[src/rtl/ctl_pkg.sv]
package ctl_pkg;

  localparam int OP_W  = 6;
  localparam int FN_W  = 6;
  localparam int ALU_W = 2;

  localparam logic [OP_W-1:0] OPC_REG   = 6'h00;
  localparam logic [OP_W-1:0] OPC_ORIMM = 6'h0D;
  localparam logic [OP_W-1:0] OPC_LOAD  = 6'h23;
  localparam logic [OP_W-1:0] OPC_STORE = 6'h2B;
  localparam logic [OP_W-1:0] OPC_BREQ  = 6'h04;

  localparam logic [FN_W-1:0] FNC_ADD = 6'h21;
  localparam logic [FN_W-1:0] FNC_SUB = 6'h23;

  localparam logic [ALU_W-1:0] ALU_ADD = 2'b00;
  localparam logic [ALU_W-1:0] ALU_SUB = 2'b01;
  localparam logic [ALU_W-1:0] ALU_OR  = 2'b10;

  typedef enum logic [2:0] {
    OPK_NONE,
    OPK_ADD,
    OPK_SUB,
    OPK_ORIMM,
    OPK_LOAD,
    OPK_STORE,
    OPK_BREQ
  } opkind_e;

  typedef struct packed {
    logic             reg_we;
    logic             dst_is_rd;
    logic             b_is_imm;
    logic             ext_signed;
    logic [ALU_W-1:0] alu_op;
    logic             mem_we;
    logic             load_sel;
    logic             branch;
  } ctl_t;

  localparam ctl_t CTL_IDLE = '0;

endpackage

[src/rtl/ctl_op_classify.sv]
module ctl_op_classify
  import ctl_pkg::*;
(
  input  logic [OP_W-1:0] op_i,
  output logic            is_reg_o,
  output opkind_e         kind_o
);

  always_comb begin
    is_reg_o = 1'b0;
    kind_o   = OPK_NONE;
    case (op_i)
      OPC_REG:   is_reg_o = 1'b1;
      OPC_ORIMM: kind_o   = OPK_ORIMM;
      OPC_LOAD:  kind_o   = OPK_LOAD;
      OPC_STORE: kind_o   = OPK_STORE;
      OPC_BREQ:  kind_o   = OPK_BREQ;
      default:   kind_o   = OPK_NONE;
    endcase
  end

  always_comb begin
    if (is_reg_o)
      AST_REG_HAS_NO_KIND: assert (kind_o == OPK_NONE);
  end

endmodule

[src/rtl/ctl_fn_decode.sv]
module ctl_fn_decode
  import ctl_pkg::*;
(
  input  logic            en_i,
  input  logic [FN_W-1:0] fn_i,
  output opkind_e         kind_o
);

  always_comb begin
    kind_o = OPK_NONE;
    if (en_i) begin
      case (fn_i)
        FNC_ADD: kind_o = OPK_ADD;
        FNC_SUB: kind_o = OPK_SUB;
        default: kind_o = OPK_NONE;
      endcase
    end
  end

  always_comb begin
    if (!en_i)
      AST_FN_GATED: assert (kind_o == OPK_NONE);
  end

endmodule

[src/rtl/ctl_point_gen.sv]
module ctl_point_gen
  import ctl_pkg::*;
(
  input  opkind_e kind_i,
  output ctl_t    ctl_o
);

  always_comb begin
    ctl_o = CTL_IDLE;
    case (kind_i)
      OPK_ADD: begin
        ctl_o.reg_we    = 1'b1;
        ctl_o.dst_is_rd = 1'b1;
        ctl_o.alu_op    = ALU_ADD;
      end
      OPK_SUB: begin
        ctl_o.reg_we    = 1'b1;
        ctl_o.dst_is_rd = 1'b1;
        ctl_o.alu_op    = ALU_SUB;
      end
      OPK_ORIMM: begin
        ctl_o.reg_we   = 1'b1;
        ctl_o.b_is_imm = 1'b1;
        ctl_o.alu_op   = ALU_OR;
      end
      OPK_LOAD: begin
        ctl_o.reg_we     = 1'b1;
        ctl_o.b_is_imm   = 1'b1;
        ctl_o.ext_signed = 1'b1;
        ctl_o.alu_op     = ALU_ADD;
        ctl_o.load_sel   = 1'b1;
      end
      OPK_STORE: begin
        ctl_o.mem_we     = 1'b1;
        ctl_o.b_is_imm   = 1'b1;
        ctl_o.ext_signed = 1'b1;
        ctl_o.alu_op     = ALU_ADD;
      end
      OPK_BREQ: begin
        ctl_o.branch     = 1'b1;
        ctl_o.ext_signed = 1'b1;
        ctl_o.alu_op     = ALU_SUB;
      end
      default: ctl_o = CTL_IDLE;
    endcase
  end

  always_comb begin
    AST_ONE_SIDE_EFFECT: assert ($countones({ctl_o.reg_we, ctl_o.mem_we, ctl_o.branch}) <= 1);
    if (ctl_o.load_sel)
      AST_LOAD_NEEDS_WRITE: assert (ctl_o.reg_we && ctl_o.b_is_imm);
    if (ctl_o.branch)
      AST_BRANCH_SUBTRACTS: assert (ctl_o.alu_op == ALU_SUB && !ctl_o.b_is_imm);
    if (ctl_o.dst_is_rd)
      AST_RD_ONLY_REG_OPS: assert (ctl_o.reg_we && !ctl_o.b_is_imm);
  end

endmodule

[src/rtl/ctl_decoder.sv]
module ctl_decoder
  import ctl_pkg::*;
(
  input  logic [5:0] op_i,
  input  logic [5:0] fn_i,
  output logic       reg_we_o,
  output logic       dst_is_rd_o,
  output logic       b_is_imm_o,
  output logic       ext_signed_o,
  output logic [1:0] alu_op_o,
  output logic       mem_we_o,
  output logic       load_sel_o,
  output logic       branch_o
);

  logic    is_reg;
  opkind_e op_kind;
  opkind_e fn_kind;
  opkind_e sel_kind;
  ctl_t    ctl;

  ctl_op_classify i_classify (
    .op_i     (op_i),
    .is_reg_o (is_reg),
    .kind_o   (op_kind)
  );

  ctl_fn_decode i_fn_decode (
    .en_i   (is_reg),
    .fn_i   (fn_i),
    .kind_o (fn_kind)
  );

  always_comb begin
    sel_kind = is_reg ? fn_kind : op_kind;
  end

  ctl_point_gen i_point_gen (
    .kind_i (sel_kind),
    .ctl_o  (ctl)
  );

  always_comb begin
    reg_we_o     = ctl.reg_we;
    dst_is_rd_o  = ctl.dst_is_rd;
    b_is_imm_o   = ctl.b_is_imm;
    ext_signed_o = ctl.ext_signed;
    alu_op_o     = ctl.alu_op;
    mem_we_o     = ctl.mem_we;
    load_sel_o   = ctl.load_sel;
    branch_o     = ctl.branch;
  end

  always_comb begin
    if (mem_we_o)
      AST_STORE_OPCODE: assert (op_i == OPC_STORE);
    if (op_i != OPC_REG && op_i != OPC_ORIMM && op_i != OPC_LOAD &&
        op_i != OPC_STORE && op_i != OPC_BREQ)
      AST_UNKNOWN_IDLE: assert (!reg_we_o && !mem_we_o && !branch_o);
    if (op_i == OPC_REG && fn_i != FNC_ADD && fn_i != FNC_SUB)
      AST_BAD_FN_IDLE: assert (!reg_we_o && !mem_we_o && !branch_o);
  end

endmodule

[config.mk]
export PLATFORM = sky130hd
export DESIGN_NAME = ctl_decoder
export DESIGN_NICKNAME = d
export VERILOG_FILES = /design/src/rtl/ctl_pkg.sv /design/src/rtl/ctl_op_classify.sv /design/src/rtl/ctl_fn_decode.sv /design/src/rtl/ctl_point_gen.sv /design/src/rtl/ctl_decoder.sv
export SDC_FILE = /design/constraint.sdc
export NUM_CORES = 1
export LEC_CHECK = 0
export BUFFER_PORTS_ARGS = -buffer_cell sky130_fd_sc_hd__buf_4
export CAP_MARGIN = 20
export CORE_AREA = 2 2 39 41
export DETAILED_ROUTE_END_ITERATION = 10
export DIE_AREA = 0 0 41 43
export PLACE_DENSITY = 0.35
export SLEW_MARGIN = 30
export SYNTH_ARGS = -nofsm -noshare
export SYNTH_HDL_FRONTEND = slang
export SYNTH_SLANG_ARGS = --single-unit
[constraint.sdc]
create_clock -name vclk -period 1.9
set_input_delay 0.38 -clock vclk [all_inputs]
set_output_delay 0.38 -clock vclk [all_outputs]
set_load 0.02 [all_outputs]
# Word-level counts from Yosys, hierarchy flattened
# Cells that the tools add are included.
[totals]
reg_bits = 0
inputBits = 12
out_inout_bits = 9
word_cells = 30
[classes]
eq_ne = 12
mux = 12
n_reduce_logical = 6
[op_table]
columns = ["op", "n"]
rows = [
  ["equality test 6 bit, second input constant", 4],
  ["case mux 3 bit (4 select lines)", 1],
  ["equality test 3 bit, second input constant", 3],
  ["2-to-1 mux 1 bit", 8],
  ["case mux 2 bit (2 select lines)", 2],
  ["equality test 3 x 2 -> 1 bit, second input constant", 2],
  ["equality test 6 x 3 -> 1 bit, second input constant", 1],
  ["equality test 6 x 4 -> 1 bit, second input constant", 1],
  ["logical NOT 6 bit", 1],
  ["OR reduction 3 bit", 2],
  ["OR reduction 2 bit", 2],
  ["OR reduction 4 bit", 1],
  ["equality test 3 x 1 -> 1 bit, second input constant", 1],
  ["2-to-1 mux 3 bit", 1],
]

# Logic depth before layout (Yosys ltp)
# Gate-level depths: netlist (run 1).
[logic_depth]
ltp_word = 6
mapped_depth = 3
ltp_nobuf = 3

# Modules after synthesis
# A second synthesis (run 1) with hierarchy kept.
[unflattened]
hier_cells = 33
hier_area_um2 = 242.7
[by_module_without_submodules]
columns = ["mod", "n_inst", "cells_per_inst", "area_each_um2", "seq_area_each_um2"]
rows = [
  ["ctl_op_classify", 1, 11, 76.3, 0.0],
  ["ctl_point_gen", 1, 14, 76.3, 0.0],
  ["ctl_fn_decode", 1, 5, 56.3, 0.0],
  ["ctl_decoder", 1, 3, 33.8, 0.0],
]

# Least setup slack after synthesis (run 1)
# No wires, ideal clock.
[synth_path]
kind = "input-to-output"
startpoint = "in fn_i[3]"
endpoint = "out dst_is_rd_o"
arrival_time_ns = 1.441
required_ns = 1.520
path_slack_ns = 0.079
path_stages = 3
n_path_buf = 0
path_cell_list = "nor4b_4 nand2_2 nor4_1"
[synth_between]
elab_chain_cells = 6
elab_cells_between_ends = 8
classes_between = "eq/ne (4); mux (3); reduce/logical (1)"
[synth_lines]
columns = ["element", "line", "source"]
rows = [
  ["start: declaration", "ctl_decoder.sv:5", "input logic [5:0] fn_i,"],
  ["equality test 6 bit", "ctl_fn_decode.sv:12", "case (fn_i)"],
  ["case mux 2 bit (2 select lines) (*)", "ctl_fn_decode.sv:12", ""],
  ["2-to-1 mux 3 bit (*)", "ctl_decoder.sv:35", "sel_kind = is_reg ? fn_kind : op_kind;"],
  ["equality test 3 x 1 -> 1 bit / equality test 3 x 2 -> 1 bit (equally long branches)", "ctl_point_gen.sv:10", "case (kind_i)"],
  ["OR reduction 2 bit (no line) (*)", "-", ""],
  ["2-to-1 mux 1 bit (*)", "ctl_point_gen.sv:10", ""],
  ["end: declaration", "ctl_decoder.sv:7", "output logic dst_is_rd_o,"],
]
# Mark *: on every way between the ends. The rest lies on a longest branch, timed or not.

# Worst setup path after layout (run 1)
[layout_path]
startpoint = "in fn_i[3]"
endpoint = "out reg_we_o"
[layout_between]
elab_chain_cells = 6
elab_cells_between_ends = 10
classes_between = "eq/ne (6); mux (3); reduce/logical (1)"
[layout_lines]
columns = ["element", "line", "source"]
rows = [
  ["equality test 6 bit", "ctl_fn_decode.sv:12", ""],
  ["case mux 2 bit (2 select lines) (*)", "ctl_fn_decode.sv:12", ""],
  ["2-to-1 mux 3 bit (*)", "ctl_decoder.sv:35", ""],
  ["equality test 3 x 1 -> 1 bit, or another cell as far along", "ctl_point_gen.sv:10", ""],
  ["OR reduction 4 bit (no line) (*)", "-", ""],
  ["2-to-1 mux 1 bit (*)", "ctl_point_gen.sv:10", ""],
  ["end: declaration", "ctl_decoder.sv:6", "output logic reg_we_o,"],
]
# Marked as above.

==> flow_metrics.tcl, run 1 <==
set metrics [dict create \
    status "completed" \
    power_frac_comb 1.000 \
    grt_pass1_wl_um 1060 \
    synth.yosys.warnings 0 \
    seqPwrFrac 0 \
    die_w_um 41 \
    critPathSlowestCell "nor4b_4" \
    avgSynthCellArea_um2 7.56 \
    via_per_inst 4.53 \
    n_clock_buffer 0 \
    synth.distinct_cells 19 \
    n_antenna_cell 0 \
    critPathKind "input port to output port" \
    vias 272 \
    design.seq.count 0 \
    place_ws_ps 166 \
    drive_above_1_share 0.568 \
    cts_resized 0 \
    crit_arrival_ps 1340 \
    synth_area_um2 174 \
    core_region_area_um2 1380 \
    power_density_nw_per_um2 144 \
    grt_overflow 0 \
    p_switching_uw 23.3 \
    final_max_slew_viol_count 0 \
    final_antenna_net_count 0 \
    crit_family "simple AND/OR/NAND/NOR gates" \
    hold_buffers 0 \
    mostFrequentLayoutCell "buf_4" \
    dieArea_um2 1760 \
    hold-worst-slack_ps 1030 \
    die_h_um 43 \
    place.gp.congestion 0.646 \
    regArea_um2 0 \
    netlist_instances 23 \
    drv_cap 0 \
    rows 14 \
    grt_max_degree 9 \
    grt_util_all_layers 0.0819 \
    rsz0062_at_grt "false" \
    path_cells "buf_4, nor4b_4, nand2_2, o41ai_2, buf_4" \
    final.min_clock_period_ps 1720 \
    critPathCaptureType "output port" \
    critical_path_required_ps 1520 \
    antenna_found_initial 0 \
    worst_slack_ps 177 \
    synth_top_area_share 0.137 \
    path_common_cell "buf_4" \
    totalWireLength_um 666 \
    setup_tns_ps 0 \
    crit_buf_inv 2 \
    initial_core_util 0.126 \
    setup_viol 0 \
    pin_count 21 \
    syn-num-nets 35 \
    postCtsSetupBuffers 0 \
    synth_largest_area_cell "nor4b_4" \
    p_int_uw 27.5 \
    grt_pass1_vias 263 \
    slowest_delay_ps 290 \
    yosysSeqAreaShare 0 \
    hp-start "op_i[4]" \
    drc 0 \
    clock.fmax_mhz 580 \
    p_leak_uw 0.000171 \
    ir_drop_uv 47.0 \
    tightest_slew_ps 282 \
    max_slew_margin 0.812 \
    worst_setup_path_start_kind "input port" \
    final_nets 58 \
    firstDrtPassIters 1 \
    hold_path.class "input port to output port" \
    place_hpwl_um 562 \
    critPathLaunch "fn_i[3]" \
    yosys-top-cells-area "nor4b_4, o41ai_2, nor2_1" \
    wl_per_cell_um 11.1 \
    sw_frac_of_total 0.458 \
    syn_to_final_growth_pct 102 \
    hold_violations 0 \
    layout_common_cells "buf_4, nor2_1, nand2_1" \
    fin_crit_sh 0.907 \
    clock_power_share 0 \
    portBuffers 21 \
    path_max_fanout 2 \
    drt_iter0_drc 0 \
]
power groups by stage:
stage	logic (µW)	clock network, µW	registers (µW)
2_1_floorplan	17.2	0	0
3_3_place_gp	50.3	0	0
3_5_place_dp	51.2	0	0
4_1_cts	51.3	0	0
5_1_grt	55.9	0	0
6_report	50.8	0	0
path summary, 6_finish.rpt:
check / to / slack [ps] / depth (start not counted)
min: ext_signed_o / 1030 / 3
max: reg_we_o / 180 / 5
per-layer routing:
layer	wire length, µm	up-vias	track usage	share of wire
met2	272	20	0.138	0.41
met1	302	118	0.120	0.45
li1	-	134	-	-
met5	0	-	0	0
met3	91	0	0	0.14
met4	0	0	0	0
cells by family after synthesis:
kind of cell / after synthesis / share of synthesized area
AND/OR/NAND/NOR: 18 / 0.755
AO/OA/AOI/OAI: 5 / 0.245
layout make-up:
type / count / area [µm²]
tap: 16 / 20.0
fill: 164 / 1030
timing repair buffer: 21 / 158
multi-input combinational: 23 / 174
Yosys cell counts (all sizes together):
cell,instances
a22oi,1
nor4bb,1
nor4,1
and3b,1
and4b,1
o21ai,1
nor4b,1
o41ai,1
o21a,1
nor2b,1
and3,1
nor2,4
and4bb,1
a31oi,1
nor3,1
nand2,3
nor3b,1
and2,1
tightest hold or removal path: cells and delay by family:
| kind | cells | cell delay (ps) |
|---|---|---|
| buffers and inverters | 2 | 230 |
| AND/OR/NAND/NOR | 1 | 40 |
per-stage QoR:
stage	power (µW)	instances	area, µm²	utilization
2_1_floorplan	17.2	23	174	-
3_3_place_gp	50.3	60	352	0.254
3_5_place_dp	51.2	60	352	0.254
4_1_cts	51.3	60	352	0.254
5_1_grt	55.9	60	352	0.254
6_report	50.8	60	352	0.254
Note: power is estimated with default switching activity, not from simulation.
==> inputs of run 2 (changes only) <==
Settings changed: ABC_AREA set to 1, PLACE_DENSITY 0.35 to 0.38, TNS_END_PERCENT set to 1.
==> run 2 against run 1 <==
Effect of this change:
- critical path depth increased by 4
- count of clock-buffer cells in the layout unchanged
- worst setup slack improved by 53 ps
- area after synthesis increased by 19%
- wire length decreased by 8.4%
==> flow_metrics.tcl, run 2 <==
set metrics [dict create \
    mostFrequentLayoutCell "buf_4" \
    whs_path_depth 4 \
    synthAdderAreaFrac 0 \
    crit_arrival_ps 1290 \
    critPathSlowestCell "nor2_1" \
    clock.fmax_mhz 599 \
    synth-compound-area-share 0 \
    worstHoldEndpoint "dst_is_rd_o" \
    initial_core_util 0.150 \
    hold_path.class "input port to output port" \
    regArea_um2 0 \
    tightest_slew_ps 190 \
    grt_util_all_layers 0.0769 \
    rows 14 \
    firstDrtPassIters 4 \
    synth_area_um2 208 \
    layout_common_cells "buf_4, nor2_1, inv_1" \
    final_nets 83 \
    final_antenna_net_count 0 \
    core_region_area_um2 1380 \
    critical_path_required_ps 1520 \
    drt_iter0_drc 4 \
    synth.distinct_cells 9 \
    power_density_nw_per_um2 139 \
    cts_resized 0 \
    n_clock_buffer 0 \
    syn_to_final_growth_pct 85.5 \
    antenna_found_initial 0 \
    fin_crit_sh 0.879 \
    critPathKind "input port to output port" \
    portBuffers 21 \
    final_util 0.278 \
    design.seq.count 0 \
    synth_top_area_share 0.235 \
    postCtsSetupBuffers 0 \
    synth_xor_area_frac 0 \
    synth_common_cells "nor2_1, inv_1, nand2_1, nand3_1" \
    max_slew_margin 0.873 \
    final.min_clock_period_ps 1670 \
    drc 0 \
    wl_per_cell_um 7.18 \
    setup_tns_ps 0 \
    path_max_fanout 3 \
    synth.yosys.warnings 0 \
    hp-start "fn_i[0]" \
    n_antenna_cell 0 \
    grt_pass1_vias 280 \
    status "completed" \
    vias 319 \
    grt_max_degree 5 \
    place.gp.congestion 0.655 \
    drv_cap 0 \
    rsz0062_at_grt "false" \
    hold_violations 0 \
    syn-num-nets 60 \
    via_per_inst 3.75 \
    synth_largest_area_cell "nor2_1" \
    synthSimpleGateAreaFrac 0.765 \
    pin_count 21 \
    synth_top_family_by_area "simple AND/OR/NAND/NOR gates" \
    grt_pass1_wl_um 1030 \
    worst_setup_path_start_kind "input port" \
    avgSynthCellArea_um2 4.33 \
    yosys-top-cells-area "nor2_1, inv_1, nand3_1" \
    nFillCells 175 \
    netlist_instances 48 \
    grt_overflow 0 \
    slowest_delay_ps 170 \
    die_h_um 43 \
    hold_buffers 0 \
    path_cells "buf_4, nor2_1, nand3_1, nor2_1, nor2_1, nand2_1, nand2_1, nand2_1, buf_4" \
    yosysSeqAreaShare 0 \
    ir_drop_uv 38.0 \
    dieArea_um2 1760 \
    place_hpwl_um 573 \
    synth.most_common_cell "nor2_1" \
    final_max_slew_viol_count 0 \
    die_w_um 41 \
    critPathCaptureType "output port" \
    setup_viol 0 \
    p_leak_uw 0.000278 \
    totalWireLength_um 610 \
    synth.mux.area_fraction 0 \
    drive_above_1_share 0.362 \
]
[run 2: cell count changes after synthesis, moves of 8 or more]
cell | before | now
nor2_1 | 4 | 13
nand3_1 | 0 | 8
nand2_1 | 2 | 10
inv_1 | 0 | 12
[run 2: layout make-up]
type	count	area (µm²)	area share
Tap cell	16	20.0	0.0519
Inverter	13	48.8	0.127
Timing Repair Buffer	21	158	0.409
Multi-Input combinational cell	35	159	0.412
[run 2: kinds of logic after synthesis]
| kind of cell | Yosys count |
|---|---|
| buffers and inverters | 13 |
| AND/OR/NAND/NOR | 35 |
[run 2: per-stage QoR]
step	power (µW)	setup WS, ps	hold WS, ps	instances	area [µm²]
final	53.6	229	1130	85	385
after detailed placement	54.5	223	1130	85	385
after floorplan	23.0	294	907	48	208
after CTS	54.6	217	1130	85	385
after global placement	54.7	210	1130	85	385
after global routing	60.7	116	1150	85	385
[run 2: worst max-delay path by stage]
stage                 start           to  slack [ps]  cells after the start
floorplan           op_i[2]  alu_op_o[0]         290                      5
global placement    op_i[2]  alu_op_o[0]         210                      7
detailed placement  op_i[2]     reg_we_o         220                      9
CTS                 op_i[2]  alu_op_o[0]         220                      7
global route        op_i[2]  alu_op_o[0]         120                      7
finish              op_i[2]     reg_we_o         230                      9
[run 2: layer usage]
metal  vias to the layer above  part of all wire  GRT usage
met1                       121              0.41      0.114
li1                        183                 -          -
met3                         0              0.13          0
met2                        15              0.45      0.128
met4                         0                 0          0
met5                         -                 0          0
[run 2: worst max-delay path: cells and delay by family]
family | cells | cell delay, ps
buf+inv | 2 | 250
simple gates | 7 | 660
[run 2: where the power goes]
group / switching, µW / internal (µW)
registers: 0 / 0
clock network: 0 / 0
logic: 26.4 / 27.3
==> inputs of run 3 (changes only) <==
Settings changed: PLACE_DENSITY 0.38 to 0.43.
==> run 3 against run 2 <==
Effect of this change:
- count of clock-buffer cells in the layout unchanged
- largest cell class unchanged
- non-clock buffer count unchanged
- critical path depth unchanged
- wire length down 3.0%
==> flow_metrics.tcl, run 3 (same netlist as run 2, synthesis figures left out) <==
set metrics [dict create \
    clock.fmax_mhz 604 \
    place_ws_ps 241 \
    tightest_slew_ps 187 \
    power_density_nw_per_um2 139 \
    fin_crit_sh 0.871 \
    rows 14 \
    place_hpwl_um 552 \
    grt_pass1_wl_um 972 \
    drv_cap 0 \
    final_antenna_net_count 0 \
    pin_count 21 \
    final_max_slew_viol_count 0 \
    die_w_um 41 \
    core_region_area_um2 1380 \
    grt_overflow 0 \
    rsz0062_at_grt "false" \
    ir_drop_uv 41.1 \
    worst_setup_path_start_kind "input port" \
    critPathKind "input port to output port" \
    regArea_um2 0 \
    vias 318 \
    syn_to_final_growth_pct 85.5 \
    hold_violations 0 \
    firstDrtPassIters 2 \
    n_antenna_cell 0 \
    max_slew_margin 0.875 \
    final.min_clock_period_ps 1660 \
    drc 0 \
    postCtsSetupBuffers 0 \
    layout_common_cells "buf_4, nor2_1, inv_1" \
    totalWireLength_um 592 \
    worst_slack_ps 244 \
    p_leak_uw 0.000278 \
    setup_tns_ps 0 \
    grt_max_degree 5 \
    crit_arrival_ps 1280 \
    drive_above_1_share 0.362 \
    via_per_inst 3.74 \
    critPathCaptureType "output port" \
    grt_pass1_vias 279 \
    wl_per_cell_um 6.96 \
    initial_core_util 0.150 \
    final_nets 83 \
    design.seq.count 0 \
    hold_buffers 0 \
    critical_path_required_ps 1520 \
    portBuffers 21 \
    place.gp.congestion 0.630 \
    path_max_fanout 3 \
    hold_path.class "input port to output port" \
    status "completed" \
    dieArea_um2 1760 \
    setup_viol 0 \
    cts_resized 0 \
    n_clock_buffer 0 \
    nFillCells 162 \
    antenna_found_initial 0 \
    die_h_um 43 \
    grt_util_all_layers 0.0719 \
    mostFrequentLayoutCell "buf_4" \
    drt_iter0_drc 2 \
    multi_input_area_um2 159 \
]
run 3: cell counts in the layout (fill, tap and decap cells not counted):
Identical to the previous run, type by type.
run 3: final timing paths:
kind	start	end	depth (start not counted)
setup / recovery	op_i[2]	reg_we_o	9
hold / removal	fn_i[0]	dst_is_rd_o	4
run 3: layer usage:
metal	GRT usage	part of all wire	vias to the layer above
li1	-	-	184
met1	0.0949	0.46	119
met2	0.131	0.43	15
met3	0	0.11	0
met4	0	0	0
met5	0	0	-
run 3: layout make-up:
type                            count  area share
Inverter                           13       0.127
Timing Repair Buffer               21       0.409
Multi-Input combinational cell     35       0.412
Tap cell                           16      0.0519
run 3: stage by stage:
| stage | utilization | std cells | hold slack (ps) | instance area (µm²) | total power [µW] |
|---|---|---|---|---|---|
| after floorplan | - | 48 | 907 | 208 | 23.0 |
| after global placement | 0.278 | 85 | 1130 | 385 | 54.2 |
| after detailed placement | 0.278 | 85 | 1130 | 385 | 54.4 |
| after CTS | 0.278 | 85 | 1130 | 385 | 54.5 |
| after global routing | 0.278 | 85 | 1150 | 385 | 61.0 |
| final | 0.278 | 85 | 1130 | 385 | 53.8 |
run 3: worst max-delay path, cell delays in order:
cell     delay [ps]
buf_4           120
nor2_1          140
nand3_1         140
nor2_1          160
nor2_1           50
nand2_1          50
nand2_1          40
nand2_1          50
buf_4           130
run 3: report_power, final:
group          internal (µW)  switching (µW)
clock                      0               0
combinational           27.3            26.5
sequential                 0               0
total                   27.3            26.5
